--- src/rtl/win_integ_pkg.sv ---
package win_integ_pkg;
  typedef enum logic [1:0] {
    ST_IDLE  = 2'd0,
    ST_ACCUM = 2'd1,
    ST_HOLD  = 2'd2
  } winState_t;

  typedef struct packed {
    logic restart;   // clear total before adding this cycle
    logic take;      // add the current sample
    logic publish;   // copy the new total to the output
  } accStrobe_t;
endpackage

--- src/rtl/win_integ_ctrl.sv ---
module win_integ_ctrl
  import win_integ_pkg::*;
#(
  parameter int MAX_COUNT = 16,
  parameter int CNT_W     = $clog2(MAX_COUNT + 1)
) (
  input  logic               clk,
  input  logic               rstN,
  input  logic               sampleValid,
  input  logic               windowTrig,
  input  logic               trigActiveLow,
  input  logic [CNT_W-1:0]   sampleCount,
  output accStrobe_t         strobe,
  output logic               windowShort,
  output winState_t          stateNow
);
  localparam logic [CNT_W-1:0] CNT_ONE = CNT_W'(1);
  localparam logic [CNT_W-1:0] CNT_MAX = CNT_W'(MAX_COUNT);

  winState_t        stateReg, stateNext;
  logic             polReg;
  logic [CNT_W-1:0] targetReg;
  logic [CNT_W-1:0] takenReg;
  logic             shortReg;

  logic             effPol;
  logic             winActive;
  logic             startWin;
  logic             inWin;
  logic             takeNow;
  logic             reached;
  logic [CNT_W-1:0] reqTarget;
  logic [CNT_W-1:0] effTarget;
  logic [CNT_W-1:0] takenBase;

  always_comb begin
    if (sampleCount == '0)          reqTarget = CNT_ONE;
    else if (sampleCount > CNT_MAX) reqTarget = CNT_MAX;
    else                            reqTarget = sampleCount;
  end

  assign effPol    = (stateReg == ST_IDLE) ? trigActiveLow : polReg;
  assign winActive = windowTrig ^ effPol;
  assign startWin  = (stateReg == ST_IDLE) && winActive;
  assign inWin     = startWin || ((stateReg == ST_ACCUM) && winActive);
  assign takeNow   = inWin && sampleValid;
  assign effTarget = startWin ? reqTarget : targetReg;
  assign takenBase = startWin ? '0 : takenReg;
  assign reached   = takeNow && ((takenBase + CNT_ONE) == effTarget);

  always_comb begin
    stateNext = stateReg;
    unique case (stateReg)
      ST_IDLE:  if (startWin) stateNext = reached ? ST_HOLD : ST_ACCUM;
      ST_ACCUM: if (!winActive) stateNext = ST_IDLE;
                else if (reached) stateNext = ST_HOLD;
      ST_HOLD:  if (!winActive) stateNext = ST_IDLE;
      default:  stateNext = ST_IDLE;
    endcase
  end

  always_ff @(posedge clk or negedge rstN) begin
    if (!rstN) begin
      stateReg  <= ST_IDLE;
      polReg    <= 1'b0;
      targetReg <= CNT_ONE;
      takenReg  <= '0;
      shortReg  <= 1'b0;
    end else begin
      stateReg <= stateNext;
      if (stateReg == ST_IDLE) polReg <= trigActiveLow;
      if (startWin) begin
        targetReg <= reqTarget;
        takenReg  <= takeNow ? CNT_ONE : '0;
        shortReg  <= 1'b0;
      end else begin
        if (takeNow) takenReg <= takenReg + CNT_ONE;
        if ((stateReg == ST_ACCUM) && !winActive) shortReg <= 1'b1;
      end
    end
  end

  assign strobe.restart = startWin;
  assign strobe.take    = takeNow;
  assign strobe.publish = reached;
  assign windowShort    = shortReg;
  assign stateNow       = stateReg;
endmodule

--- src/rtl/win_integ_dp.sv ---
module win_integ_dp
  import win_integ_pkg::*;
#(
  parameter int SAMPLE_W = 16,
  parameter int ACC_W    = 20
) (
  input  logic                clk,
  input  logic                rstN,
  input  accStrobe_t          strobe,
  input  logic [SAMPLE_W-1:0] sampleData,
  output logic [ACC_W-1:0]    sumOut,
  output logic                sumValid
);
  localparam int EXT_W = ACC_W - SAMPLE_W;

  logic [ACC_W-1:0] accReg;
  logic [ACC_W-1:0] sampleExt;
  logic [ACC_W-1:0] accBase;
  logic [ACC_W-1:0] accNext;

  assign sampleExt = {{EXT_W{sampleData[SAMPLE_W-1]}}, sampleData};
  assign accBase   = strobe.restart ? '0 : accReg;
  assign accNext   = accBase + (strobe.take ? sampleExt : '0);

  always_ff @(posedge clk or negedge rstN) begin
    if (!rstN) begin
      accReg   <= '0;
      sumOut   <= '0;
      sumValid <= 1'b0;
    end else begin
      accReg   <= accNext;
      sumValid <= strobe.publish;
      if (strobe.publish) sumOut <= accNext;
    end
  end
endmodule

--- src/rtl/win_integrator.sv ---
module win_integrator
  import win_integ_pkg::*;
#(
  parameter int SAMPLE_W  = 16,
  parameter int MAX_COUNT = 16,
  parameter int CNT_W     = $clog2(MAX_COUNT + 1),
  parameter int ACC_W     = SAMPLE_W + $clog2(MAX_COUNT)
) (
  input  logic                clk,
  input  logic                rstN,
  input  logic                sampleValid,
  input  logic [SAMPLE_W-1:0] sampleData,
  input  logic                windowTrig,
  input  logic                trigActiveLow,
  input  logic [CNT_W-1:0]    sampleCount,
  output logic [ACC_W-1:0]    sumOut,
  output logic                sumValid,
  output logic                windowShort
);
  accStrobe_t strobe;
  winState_t  stateNow;

  win_integ_ctrl #(.MAX_COUNT(MAX_COUNT), .CNT_W(CNT_W)) u_ctrl (
    .clk(clk), .rstN(rstN), .sampleValid(sampleValid), .windowTrig(windowTrig),
    .trigActiveLow(trigActiveLow), .sampleCount(sampleCount), .strobe(strobe),
    .windowShort(windowShort), .stateNow(stateNow)
  );

  win_integ_dp #(.SAMPLE_W(SAMPLE_W), .ACC_W(ACC_W)) u_dp (
    .clk(clk), .rstN(rstN), .strobe(strobe), .sampleData(sampleData),
    .sumOut(sumOut), .sumValid(sumValid)
  );
endmodule

--- config.mk ---
export PLATFORM = sky130hd
export DESIGN_NAME = win_integrator
export DESIGN_NICKNAME = d
export VERILOG_FILES = /design/src/rtl/win_integ_pkg.sv /design/src/rtl/win_integ_ctrl.sv /design/src/rtl/win_integ_dp.sv /design/src/rtl/win_integrator.sv
export SDC_FILE = /design/constraint.sdc
export NUM_CORES = 1
export LEC_CHECK = 0
export BUFFER_PORTS_ARGS = -buffer_cell sky130_fd_sc_hd__buf_4
export CAP_MARGIN = 20
export CORE_ASPECT_RATIO = 0.5
export CORE_MARGIN = 4
export CORE_UTILIZATION = 25
export CTS_CLUSTER_SIZE = 12
export DETAILED_ROUTE_END_ITERATION = 6
export PLACE_DENSITY = 0.47
export SLEW_MARGIN = 20
export SYNTH_ARGS = -nofsm -noshare
export SYNTH_HDL_FRONTEND = slang
export SYNTH_HIERARCHICAL = 1
export SYNTH_SLANG_ARGS = --single-unit
--- constraint.sdc ---
create_clock -name clk -period 7.4 [get_ports clk]
set_input_delay 1.48 -clock clk [delete_from_list [all_inputs] [get_ports clk]]
set_output_delay 1.48 -clock clk [all_outputs]
set_load 0.05 [all_outputs]
==> run summary <==
The run finished with clean final reports. CTS placed an instance of clkbuf_16 at the clock tree root. For this run, the number of Yosys warnings is 6.

The post-detailed-placement half-perimeter wirelength came out at 5650 um. The maximum fanout encountered on the critical timing path is 23. Headroom to the max-slew limit came out at 0.507. Relative to the synthesized area, the layout overhead comes to 19.0%.

The routed length per placed instance came out at 14.0 um. The leading cell type in the layout, fill and taps excluded is dfrtp_1. The number of buffers added to fix hold violations after cts came out at 0.

The share of final-layout standard cells stronger than drive strength 1 came out at 0.204. The number of gates resized after cts is 0. The first-pass GRT wire length is 13,500 um. The required time at the endpoint of the critical path is 7580 ps. The floorplan die height came out at 90.2 um.

Internal power comes to 899 uW. The TritonCTS sink count is 55. The maximum clock frequency came out at 214 MHz. The maximum number of pins on one net before global-route repair came out at 56. The proportion of synthesized flip-flops having asynchronous set or reset is 1.00.

Buffers added to address setup during post-CTS repair amount to 0. The path class of the tightest hold or removal check is flop to flop. 0 antenna diodes ended up in the layout.

The sum of routed wire length over all layers is 7750 um. By area the synthesized netlist is led by dfrtp_1, ha_1, mux2_2. In the finished design, the share of the clock period the worst path needs comes to 0.630. dfrtp_1 takes more of the synthesized area than any other cell. The most used flip-flop cell after synthesis is dfrtp_1. The initial antenna violation count came out at 0.

The cell depth of the worst flop-to-flop path is 13. The number of distinct library cell variants in the gate-level netlist after synthesis came out at 55. The power density relative to cell area is 401 mW/mm2. The top cell types in the final layout, fill and taps aside, are dfrtp_1, buf_4, nand2_1.

The buffer levels on the longest clock path is 2. The summed negative setup slack over all endpoints came out at 0 ps. The core box area came out at 0.0130 mm2. The compound-cell area share of the yosys netlist came out at 0.139.

The max-cap violation count came out at 0. The mean instance size in the synthesized netlist is 9.94 um2. The number of global-route vias before repair is 2,640. The synthesized instance count came out at 340. The largest family of logic cells by synthesized area is simple AND/OR/NAND/NOR gates. The detailed router's first-iteration violation count is 74. In this run the critical register-to-register path is launched from u_ctrl/stateNow[1]$_DFFE_PN0P_. The number of hold violations in the final report is 0. Of the post-synthesis cell area, the part taken by muxes is 0.0563. After detailed placement, the total cell area comes to 0.00388 mm2.

The routed layout has 2,480 vias. The routability congestion estimate from global placement is 0.739. The count of buffers from port buffering came out at 47. The number of max-slew violations in the final report is 0.

The fraction of the mapped netlist area in adder cells came out at 0.0837. In this run the number of H-tree levels came out at 2. The post-synth design cell area came out at 0.00338 mm2. Setup repair after global routing left no endpoint under its margin.

TritonCTS built the clock tree. The later pin in the worst-skew pair is clocked with a latency of 290 ps. STA puts the critical path data arrival time at 4840 ps. Clock-pin slew was measured on the worst setup and hold paths at 70 ps. The synthesized netlist net count came out at 388. The number of top-level pins is 48. The least setup slack across all paths after layout came out at 2740 ps.

The clock buffer count from CTS is 5. The number of nets with antenna violations after detailed routing is 0. The net switching power came out at 713 uW. The fraction of the yosys area taken by sequential cells is 0.408. Of the total power, the share spent switching nets is 0.442. The number of enable-type register cells in the synthesized netlist came out at 0. The clock share of power came out at 0.144. The detailed-route vias per instance is 4.49.

After detailed routing, the number of remaining DRC violations is 0. The type of the worst setup path is input pin to flop. The clock arrives with 2.81 ps of skew. The share of total power in combinational logic is 0.547.

The end point of the worst hold path is u_dp/sumOut[13]$_DFFE_PN0P_. Timing analysis after detailed placement gives a worst setup slack of 2430 ps. The count of fill cells added during filler insertion came out at 1,385. In this run the most critical hold path is launched from u_dp/sumOut[13]$_DFFE_PN0P_. For this configuration, the core starts out at a cell density of 0.261. The cell depth of the worst hold path came out at 2. The floorplan step set the die width to 172 um.

The endpoint identified for the worst register-to-register timing path is u_dp/sumOut[12]$_DFFE_PN0P_. In the global route stage, overall resource usage came out at 0.107. STA classifies the critical path endpoint as a flop. The final count of negative-setup-slack endpoints is 0. The worst-case IR drop observed on VDD is 0.127 mV. The actual transition at the worst max-transition pin is 725 ps. Subtracting the final worst setup slack from the clock period gives 4660 ps. The fraction of post-synthesis cell area in the top cell type by area came out at 0.400. The total iterations of the first detailed-routing run came out at 4. The relative contribution of sequential cells to total power is 0.309. The worst setup path is launched from an input pin. After the last flow step, the layout net total stands at 429.

The register bit count reported by yosys came out at 55. The global-route congestion overflow total is 0. Setup slack on the worst reg-to-reg path comes out at 3460 ps.

The number of rows in the core area is 29. The total die area came out at 0.0156 mm2. The final design area excluding fillers came out at 0.00402 mm2.

The leakage power figure is 1.95 nW. The fraction of the mapped netlist area in simple logic gates is 0.203. Of the total synthesized cell area, the portion taken by XOR and XNOR cells is 0.0800.
critical path, stage by stage:
cell	delay, ps
buf_4	130
xor2_1	190
nand2_1	280
inv_1	280
buf_4	320
nor2b_1	80
ha_1	210
fa_1	420
a21o_1	200
a221o_1	400
a221o_1	340
a21oi_2	150
xnor2_1	80
mux2_2	260
how the worst max path moves through the flow:
stage / endpoint / cells after the start / startpoint
after floorplan: u_dp/sumOut[12]$_DFFE_PN0P_ / 16 / windowTrig
after global placement: u_dp/sumOut[12]$_DFFE_PN0P_ / 14 / windowTrig
after detailed placement: u_dp/sumOut[12]$_DFFE_PN0P_ / 14 / windowTrig
after CTS: u_dp/sumOut[18]$_DFFE_PN0P_ / 14 / windowTrig
after global routing: u_dp/sumOut[16]$_DFFE_PN0P_ / 14 / windowTrig
final: u_dp/sumOut[12]$_DFFE_PN0P_ / 14 / windowTrig
area by class of cell:
type	instances	area (um2)	area share
well taps	170	213	0.0529
flip-flops and latches	55	1380	0.343
repair buffers	49	368	0.0915
multi-input cells	263	1900	0.472
clock inverters	1	5.00	0.00124
inverters	7	26.3	0.00653
clock buffers	7	133	0.0330
power by group through the flow:
stage	Sequential, mW	Combinational, mW	Clock, mW
after global routing	0.516	0.984	0.259
after floorplan	0.667	0.505	0
after detailed placement	0.506	0.894	0
final	0.498	0.882	0.233
after CTS	0.501	0.897	0.249
after global placement	0.506	0.891	0
per-stage QoR:
| stage | power (mW) | util | hold WS (ps) | std cells |
|---|---|---|---|---|
| floorplan | 1.17 | - | 464 | 340 |
| global placement | 1.40 | 0.300 | 477 | 544 |
| detailed placement | 1.40 | 0.300 | 478 | 544 |
| CTS | 1.65 | 0.310 | 497 | 552 |
| global route | 1.76 | 0.310 | 529 | 552 |
| finish | 1.61 | 0.310 | 491 | 552 |
registers in the layout, summed over array words and instances, names as in the netlist:
name / count
u_dp/accReg: 20
u_dp/sumOut: 20
u_ctrl/takenReg: 5
u_ctrl/targetReg: 5
u_ctrl/stateNow: 2
u_ctrl/polReg: 1
u_ctrl/windowShort: 1
u_dp/sumValid: 1
cell usage after synthesis, drive strengths merged, types with 2 or more instances:
cell	instances
buf	5
nand2	27
nand2b	5
and4	2
o221ai	2
ha	21
o31ai	3
o21a	3
mux2i	2
xor2	14
and2	20
or2	2
or3	3
clkbuf	10
dfrtp	54
and3	5
a221o	2
xnor2	16
o21ai	14
nand4	4
nand3b	2
a31oi	4
a31o	3
inv	7
nor3b	2
nand3	8
nor2b	23
mux2	14
a21o	9
a21oi	17
nand4b	2
nor2	15
nor3	5
o211ai	2
logic make-up (layout without fill, tap and decap cells):
family,count (synthesis),in the layout
xor gates and xnor gates,30,30
adders and majority gates,22,22
and+or+nand+nor,126,126
AOI/OAI and AO/OA,69,69
DFF,55,55
buffers and inverters,22,64
muxes,16,16
per-layer routing:
metal / vias up / routed length [um] / GRT usage
met5: - / 0 / 0
met4: 0 / 60 / 0.0216
met3: 5 / 249 / 0.0228
met2: 30 / 3490 / 0.169
met1: 1171 / 3950 / 0.151
li1: 1274 / - / -
Note: power is estimated with default switching activity, not from simulation.
